**src/rtl/pwm_timer_pkg.sv**
```systemverilog
package pwm_timer_pkg;

   // Register addresses of the write port
   localparam int unsigned ADR_PER_LO   = 0;
   localparam int unsigned ADR_PER_HI   = 1;
   localparam int unsigned ADR_EN_LO    = 2;
   localparam int unsigned ADR_EN_HI    = 3;
   localparam int unsigned ADR_INV_LO   = 4;
   localparam int unsigned ADR_INV_HI   = 5;
   localparam int unsigned ADR_FLAG_CLR = 6;
   localparam int unsigned ADR_IRQ_EN   = 7;
   localparam int unsigned ADR_CMP_BASE = 8;

   // What a tick does to a waveform register
   typedef enum logic [1:0] {
      WV_HOLD  = 2'd0,
      WV_SET   = 2'd1,
      WV_CLEAR = 2'd2
   } wave_act_e;

endpackage

```
**src/rtl/pwm_down_counter.sv**
```systemverilog
module pwm_down_counter #(
   parameter int unsigned W = 8
) (
   input  logic         clk,
   input  logic         rst_n,
   input  logic         tick,
   input  logic [W-1:0] per,
   input  logic         unf_clr,
   output logic [W-1:0] cnt_nxt,
   output logic         unf
);

   logic [W-1:0] cnt_q;
   logic         at_bottom;

   assign at_bottom = (cnt_q == '0);

   // The period is read live, so a write is used at the next reload
   always_comb begin
      cnt_nxt = cnt_q;
      if (tick) begin
         cnt_nxt = at_bottom ? per : cnt_q - 1'b1;
      end
   end

   always_ff @(posedge clk or negedge rst_n) begin
      if (!rst_n) begin
         cnt_q <= '0;
         unf   <= 1'b0;
      end else begin
         cnt_q <= cnt_nxt;
         if (tick && at_bottom) begin
            unf <= 1'b1;
         end else if (unf_clr) begin
            unf <= 1'b0;
         end
      end
   end

endmodule

```
**src/rtl/pwm_wave_bank.sv**
```systemverilog
module pwm_wave_bank
   import pwm_timer_pkg::*;
#(
   parameter int unsigned W   = 8,
   parameter int unsigned NCH = 2
) (
   input  logic                    clk,
   input  logic                    rst_n,
   input  logic                    tick,
   input  logic [W-1:0]            cnt_nxt,
   input  logic [NCH-1:0][W-1:0]   cmp,
   output logic [NCH-1:0]          wave
);

   for (genvar i = 0; i < NCH; i++) begin : g_ch
      wave_act_e act;

      // Reaching BOTTOM has priority over a match
      always_comb begin
         act = WV_HOLD;
         if (tick) begin
            if (cnt_nxt == '0) begin
               act = WV_CLEAR;
            end else if (cnt_nxt == cmp[i]) begin
               act = WV_SET;
            end
         end
      end

      always_ff @(posedge clk or negedge rst_n) begin
         if (!rst_n) begin
            wave[i] <= 1'b0;
         end else begin
            case (act)
               WV_SET:   wave[i] <= 1'b1;
               WV_CLEAR: wave[i] <= 1'b0;
               default:  wave[i] <= wave[i];
            endcase
         end
      end
   end

endmodule

```
**src/rtl/pwm_match_flags.sv**
```systemverilog
module pwm_match_flags #(
   parameter int unsigned W   = 8,
   parameter int unsigned NCH = 2
) (
   input  logic                    clk,
   input  logic                    rst_n,
   input  logic                    tick,
   input  logic [W-1:0]            cnt_nxt,
   input  logic [NCH-1:0][W-1:0]   cmp,
   input  logic [NCH-1:0]          clr,
   output logic [NCH-1:0]          flag,
   output logic [NCH-1:0]          evt
);

   logic [NCH-1:0] pend;

   // A match is recorded when the count arrives and reported on the next tick
   for (genvar i = 0; i < NCH; i++) begin : g_ch
      always_ff @(posedge clk or negedge rst_n) begin
         if (!rst_n) begin
            pend[i] <= 1'b0;
            evt[i]  <= 1'b0;
            flag[i] <= 1'b0;
         end else begin
            if (tick) begin
               pend[i] <= (cnt_nxt == cmp[i]);
            end
            evt[i] <= tick && pend[i];
            if (tick && pend[i]) begin
               flag[i] <= 1'b1;
            end else if (clr[i]) begin
               flag[i] <= 1'b0;
            end
         end
      end
   end

endmodule

```
**src/rtl/pwm_pin_drive.sv**
```systemverilog
module pwm_pin_drive #(
   parameter int unsigned NCH = 2
) (
   input  logic [NCH-1:0] wave,
   input  logic [NCH-1:0] en,
   input  logic [NCH-1:0] inv,
   input  logic [NCH-1:0] dir,
   output logic [NCH-1:0] pin
);

   for (genvar i = 0; i < NCH; i++) begin : g_pin
      logic level;
      assign level  = (en[i] & wave[i]) ^ inv[i];
      assign pin[i] = dir[i] & level;
   end

endmodule

```
**src/rtl/pwm_split_timer.sv**
```systemverilog
module pwm_split_timer
   import pwm_timer_pkg::*;
#(
   parameter int unsigned CNT_W  = 8,
   parameter int unsigned NCH_LO = 4,
   parameter int unsigned NCH_HI = 2,
   parameter int unsigned AW     = 5
) (
   input  logic              clk,
   input  logic              rst_n,
   input  logic              tick,
   input  logic              wr_en,
   input  logic [AW-1:0]     wr_addr,
   input  logic [CNT_W-1:0]  wr_data,
   input  logic [NCH_LO-1:0] dir_lo,
   input  logic [NCH_HI-1:0] dir_hi,
   output logic [NCH_LO-1:0] pin_lo,
   output logic [NCH_HI-1:0] pin_hi,
   output logic [NCH_LO-1:0] cmp_flag_lo,
   output logic [NCH_LO-1:0] cmp_evt_lo,
   output logic [NCH_LO-1:0] cmp_irq_lo,
   output logic              unf_lo,
   output logic              unf_hi
);

   localparam int unsigned NREG       = ADR_CMP_BASE + NCH_LO + NCH_HI;
   localparam int unsigned UNF_LO_BIT = CNT_W - 2;
   localparam int unsigned UNF_HI_BIT = CNT_W - 1;

   localparam logic [AW-1:0] A_PER_LO = AW'(ADR_PER_LO);
   localparam logic [AW-1:0] A_PER_HI = AW'(ADR_PER_HI);
   localparam logic [AW-1:0] A_EN_LO  = AW'(ADR_EN_LO);
   localparam logic [AW-1:0] A_EN_HI  = AW'(ADR_EN_HI);
   localparam logic [AW-1:0] A_INV_LO = AW'(ADR_INV_LO);
   localparam logic [AW-1:0] A_INV_HI = AW'(ADR_INV_HI);
   localparam logic [AW-1:0] A_CLR    = AW'(ADR_FLAG_CLR);
   localparam logic [AW-1:0] A_IE     = AW'(ADR_IRQ_EN);

   // Elaboration-time parameter checks
   if (CNT_W < 3) begin : g_bad_w
      $error("CNT_W must be at least 3");
   end
   if (NCH_LO < 1 || NCH_LO > CNT_W - 2) begin : g_bad_lo
      $error("NCH_LO must lie in 1..CNT_W-2");
   end
   if (NCH_HI < 1 || NCH_HI > CNT_W) begin : g_bad_hi
      $error("NCH_HI must lie in 1..CNT_W");
   end
   if (NREG > (1 << AW)) begin : g_bad_aw
      $error("AW too narrow for the register map");
   end

   // Register file
   logic [CNT_W-1:0]              per_lo, per_hi;
   logic [NCH_LO-1:0]             en_lo, inv_lo, ie_lo;
   logic [NCH_HI-1:0]             en_hi, inv_hi;
   logic [NCH_LO-1:0][CNT_W-1:0]  cmp_lo;
   logic [NCH_HI-1:0][CNT_W-1:0]  cmp_hi;
   logic [CNT_W-1:0]              clr_vec;

   function automatic logic hit(input logic [AW-1:0] a);
      return wr_en && (wr_addr == a);
   endfunction

   assign clr_vec = hit(A_CLR) ? wr_data : '0;

   always_ff @(posedge clk or negedge rst_n) begin
      if (!rst_n) begin
         per_lo <= '1;
         per_hi <= '1;
         en_lo  <= '0;
         en_hi  <= '0;
         inv_lo <= '0;
         inv_hi <= '0;
         ie_lo  <= '0;
      end else begin
         if (hit(A_PER_LO)) per_lo <= wr_data;
         if (hit(A_PER_HI)) per_hi <= wr_data;
         if (hit(A_EN_LO))  en_lo  <= wr_data[NCH_LO-1:0];
         if (hit(A_EN_HI))  en_hi  <= wr_data[NCH_HI-1:0];
         if (hit(A_INV_LO)) inv_lo <= wr_data[NCH_LO-1:0];
         if (hit(A_INV_HI)) inv_hi <= wr_data[NCH_HI-1:0];
         if (hit(A_IE))     ie_lo  <= wr_data[NCH_LO-1:0];
      end
   end

   for (genvar i = 0; i < NCH_LO; i++) begin : g_cmp_lo
      localparam logic [AW-1:0] ADR = AW'(ADR_CMP_BASE + i);
      always_ff @(posedge clk or negedge rst_n) begin
         if (!rst_n) begin
            cmp_lo[i] <= '0;
         end else if (hit(ADR)) begin
            cmp_lo[i] <= wr_data;
         end
      end
   end

   for (genvar j = 0; j < NCH_HI; j++) begin : g_cmp_hi
      localparam logic [AW-1:0] ADR = AW'(ADR_CMP_BASE + NCH_LO + j);
      always_ff @(posedge clk or negedge rst_n) begin
         if (!rst_n) begin
            cmp_hi[j] <= '0;
         end else if (hit(ADR)) begin
            cmp_hi[j] <= wr_data;
         end
      end
   end

   // Low lane: counter, waveforms, compare flags
   logic [CNT_W-1:0]  nxt_lo, nxt_hi;
   logic [NCH_LO-1:0] wave_lo;
   logic [NCH_HI-1:0] wave_hi;

   pwm_down_counter #(.W(CNT_W)) u_cnt_lo (
      .clk     (clk),
      .rst_n   (rst_n),
      .tick    (tick),
      .per     (per_lo),
      .unf_clr (clr_vec[UNF_LO_BIT]),
      .cnt_nxt (nxt_lo),
      .unf     (unf_lo)
   );

   pwm_wave_bank #(.W(CNT_W), .NCH(NCH_LO)) u_wave_lo (
      .clk     (clk),
      .rst_n   (rst_n),
      .tick    (tick),
      .cnt_nxt (nxt_lo),
      .cmp     (cmp_lo),
      .wave    (wave_lo)
   );

   pwm_match_flags #(.W(CNT_W), .NCH(NCH_LO)) u_flags_lo (
      .clk     (clk),
      .rst_n   (rst_n),
      .tick    (tick),
      .cnt_nxt (nxt_lo),
      .cmp     (cmp_lo),
      .clr     (clr_vec[NCH_LO-1:0]),
      .flag    (cmp_flag_lo),
      .evt     (cmp_evt_lo)
   );

   pwm_pin_drive #(.NCH(NCH_LO)) u_pin_lo (
      .wave (wave_lo),
      .en   (en_lo),
      .inv  (inv_lo),
      .dir  (dir_lo),
      .pin  (pin_lo)
   );

   // High lane: counter and waveforms only
   pwm_down_counter #(.W(CNT_W)) u_cnt_hi (
      .clk     (clk),
      .rst_n   (rst_n),
      .tick    (tick),
      .per     (per_hi),
      .unf_clr (clr_vec[UNF_HI_BIT]),
      .cnt_nxt (nxt_hi),
      .unf     (unf_hi)
   );

   pwm_wave_bank #(.W(CNT_W), .NCH(NCH_HI)) u_wave_hi (
      .clk     (clk),
      .rst_n   (rst_n),
      .tick    (tick),
      .cnt_nxt (nxt_hi),
      .cmp     (cmp_hi),
      .wave    (wave_hi)
   );

   pwm_pin_drive #(.NCH(NCH_HI)) u_pin_hi (
      .wave (wave_hi),
      .en   (en_hi),
      .inv  (inv_hi),
      .dir  (dir_hi),
      .pin  (pin_hi)
   );

   assign cmp_irq_lo = cmp_flag_lo & ie_lo;

endmodule

```
**config.mk**
```make
export PLATFORM = sky130hd
export DESIGN_NAME = pwm_split_timer
export DESIGN_NICKNAME = d
export VERILOG_FILES = /design/src/rtl/pwm_timer_pkg.sv /design/src/rtl/pwm_down_counter.sv /design/src/rtl/pwm_wave_bank.sv /design/src/rtl/pwm_match_flags.sv /design/src/rtl/pwm_pin_drive.sv /design/src/rtl/pwm_split_timer.sv
export SDC_FILE = /design/constraint.sdc
export NUM_CORES = 1
export LEC_CHECK = 0
export CAP_MARGIN = 5
export CORE_ASPECT_RATIO = 2
export CORE_MARGIN = 8
export CORE_UTILIZATION = 30
export DETAILED_ROUTE_END_ITERATION = 6
export SLEW_MARGIN = 20
export SYNTH_ARGS = -nofsm -noshare
export SYNTH_HDL_FRONTEND = slang
export SYNTH_SLANG_ARGS = --single-unit
```
**constraint.sdc**
```tcl
create_clock -name clk -period 6.4 [get_ports clk]
set_input_delay 0.96 -clock clk [delete_from_list [all_inputs] [get_ports clk]]
set_output_delay 0.96 -clock clk [all_outputs]
set_load 0.05 [all_outputs]
```
==> flow_summary_export.csv <==
group,metric,value,unit
status,outcome,"completed",
detailed_routing,via_per_inst,5.52,
final_layout,nets,687,
hold_path,min_path_type,"reg2reg",
timing,rsz0062_at_grt,"no",
logic_synthesis,synth_nets,651,
global_routing,grt_pass1_wl,32000,um
worst_setup_path,end_kind,"flop",
logic_synthesis,synth-seq-cells,116,
floorplanning,die_w,120,um
timing,period_share,0.636,
clock_tree,cts_hold_buffers,0,
timing,fin_tns_setup,0,ps
placed_design,place_hpwl,16300,um
global_routing,grt_overflow,0,
power_and_ir_drop,ir_drop,0.207,mV
final_layout,area_growth,20.5,%
logic_synthesis,ys.flop_type,"dfrtp_1",
logic_synthesis,synth_area_leaders,"dfrtp_1 (39%), mux2_2 (13%), dfstp_2 (6.5%)",
logic_synthesis,synthDistinctLibCells,74,
floorplanning,die_h,224,um
logic_synthesis,syn_area_per_cell,10.4,um2
placed_design,portBuffers,42,
detailed_routing,drtPass1Iterations,4,
power_and_ir_drop,power.share.clock,0.299,
timing,fin_crit,4070,ps
worst_setup_path,start_kind,"flop",
power_and_ir_drop,leakage,3.21,nW
worst_setup_path,worstPathMaxFanout,9,
timing,finalSetupViolations,0,
clock_tree,cts_repair_resize_count,0,
timing,maxSlewViolCount,0,
detailed_routing,wl,21100,um
logic_synthesis,synthCells,620,
final_layout,layout_commonest_cell,"dfrtp_1",
logic_synthesis,yosysTopAreaCellShare,0.386,
clock_tree,cts_made_buffers,17,
final_layout,antenna_cells,0,
detailed_routing,drtAntennaViolNets,0,
logic_synthesis,syn_area,6480,um2
logic_synthesis,synth_edf_count,0,
logic_synthesis,synth.yosys.seq_area_share,0.451,
power_and_ir_drop,p_sw_frac,0.387,
floorplanning,initial_core_util,0.303,
timing,max_slew_margin,0.298,
clock_tree,cts.sinks,116,
worst_setup_path,r2r_cells,11,
power_and_ir_drop,pwr-share-comb,0.359,
global_routing,grt_max_degree,72,
floorplanning,dieArea,26800,um2
floorplanning,io_pins,43,
global_routing,gr-usage-all-layers,0.160,
final_layout,final_cell_mix,"dfrtp_1 (100), mux2_2 (76), nand2_1 (47), clkdlybuf4s50_1 (41), inv_1 (38)",
clock_tree,post_cts_buffers,0,
clock_tree,cts_tree,"done",
power_and_ir_drop,seqPwrFrac,0.343,
logic_synthesis,yosys.area.top_type,"dfrtp_1",
flow_run,drv_cap,0,
clock_tree,clkSlewWorstSetupHoldPaths,60,ps
clock_tree,cts_buffer_depth,2,
power_and_ir_drop,p_total,0.00337,W
detailed_routing,route.detailed.drc,0,
timing,max_slew.worst_pin.slew,1030,ps
detailed_routing,drt_iter0_markers,256,
floorplanning,core-area,21400,um2
global_routing,antenna_found_initial,0,
timing,hold_violations,0,
global_routing,grt_pass1_vias,5500,
detailed_routing,via_count,5199,
detailed_routing,routedWlPerCell,22.4,um
worst_setup_path,worstPathRequired,6700,ps
hold_path,hold_depth,2,
logic_synthesis,async_flop_share,1.00,
power_and_ir_drop,p_int,0.00207,W
logic_synthesis,ys.warnings.count,0,
power_and_ir_drop,power-per-cell-area,432,nW/um2
clock_tree,htree_levels,4,
timing,skew,9.34,ps
timing,max_freq,246,MHz
clock_tree,cts.root.buffer_cell,"clkbuf_16",
worst_setup_path,cp.arrival,4370,ps
power_and_ir_drop,power_switching,0.00131,W
worst_setup_path,worstSetupPathType,"reg2reg",
floorplanning,row_count,76,
placed_design,gp_congestion,0.973,
clock_tree,clk_latency,420,ps
final_layout,drive_gt1_frac,0.229,
[power by group through the flow]
stage | Sequential [W] | Clock, W | Combinational, W
6_report | 0.00116 | 0.00101 | 0.00121
5_1_grt | 0.00118 | 0.00105 | 0.00129
4_1_cts | 0.00115 | 0.00103 | 0.00120
3_5_place_dp | 0.00116 | 0 | 0.00120
3_3_place_gp | 0.00116 | 0 | 0.00120
2_1_floorplan | 0.00108 | 0 | 0.000851
[sequential cells by signal (all words and copies together), names as in the netlist, 4 cells and up]
| name | cells |
|---|---|
| cmp_lo | 32 |
| u_cnt_lo.cnt_q | 8 |
| inv_lo | 4 |
| per_lo | 8 |
| u_flags_lo.pend | 4 |
| u_flags_lo.flag | 4 |
| per_hi | 8 |
| u_flags_lo.evt | 4 |
| en_lo | 4 |
| ie_lo | 4 |
| u_cnt_hi.cnt_q | 8 |
| u_wave_lo.wave | 4 |
| cmp_hi | 16 |
[stage by stage]
step | area, um2 | instances | hold slack (ps) | setup slack (ps) | util
6_report | 7800 | 942 | 479 | 2330 | 0.365
5_1_grt | 7800 | 942 | 497 | 2140 | 0.365
4_1_cts | 7800 | 942 | 492 | 2360 | 0.365
3_5_place_dp | 7180 | 910 | 482 | 1970 | 0.335
3_3_place_gp | 7180 | 910 | 468 | 1970 | 0.335
2_1_floorplan | 6480 | 620 | 448 | 3150 | -
[final cells by class]
cell class / instances / area [um2]
fillers: 2140 / 13600
flip-flops and latches: 116 / 2920
well taps: 273 / 342
repair buffers: 49 / 470
inverters: 38 / 143
multi-input cells: 434 / 3300
clock inverters: 12 / 179
clock buffers: 20 / 447
[path summary, 6_finish.rpt]
check	from	to	slack, ps
worst max-delay path	u_cnt_lo.cnt_q[0]	u_wave_lo.wave[3]	2330
worst min-delay path	u_wave_hi.wave[0]	u_wave_hi.wave[0]	480
worst max register to register	u_cnt_lo.cnt_q[0]	u_wave_lo.wave[3]	2330
worst min register to register	u_wave_hi.wave[0]	u_wave_hi.wave[0]	480
max in group asynchronous	rst_n	cmp_lo[0]	4480
min in group asynchronous	rst_n	cmp_lo[12]	560
[metal layers]
metal | routed length (um) | GRT usage | vias to the layer above
met3 | 514 | 0.0262 | 90
met4 | 1870 | 0.148 | 0
met5 | 0 | 0 | -
met1 | 6500 | 0.127 | 2622
li1 | - | - | 2348
met2 | 12300 | 0.317 | 139
[cells by family (layout without fill, tap and decap cells)]
logic type,after synthesis,after routing,share of synthesized area
compound gates,140,140,0.160
xor+xnor,28,28,0.0379
fa+ha+maj,8,8,0.0155
buf+inv,70,119,0.0417
flops,116,116,0.451
mux,79,79,0.137
simple gates,179,179,0.157
[worst max-delay path, stage by stage (launching register included)]
cell       delay [ps]
dfrtp_1           490
inv_1             200
ha_1              430
nor3b_1           740
a211oi_1          170
a2111oi_0         950
nand3b_1          240
or3_1             140
nand4_1           100
ha_1              340
nand2_1            70
o21ai_0            70
[cell usage after synthesis, types with 4 or more instances]
library cell,count
a211oi_1,4
mux2_2,76
a21oi_1,13
nand4_1,9
a32o_1,4
and2_1,16
o21a_1,4
dfrtp_1,100
nor3b_1,5
a31oi_1,5
o2111a_1,5
nor2_1,18
xnor2_1,19
o211ai_1,10
or3b_2,4
nand2_1,47
inv_1,38
o21ai_0,29
buf_2,6
ha_1,8
or2_2,4
nand2b_1,6
nor3_1,12
a211o_1,6
a2111oi_0,9
and3_1,6
dfstp_2,16
or3_1,6
a21o_1,9
o31ai_1,5
xor2_1,9
nand3_1,13
nor2b_1,7
clkbuf_1,26
nor4_1,5
(Power assumes the default switching activity.)
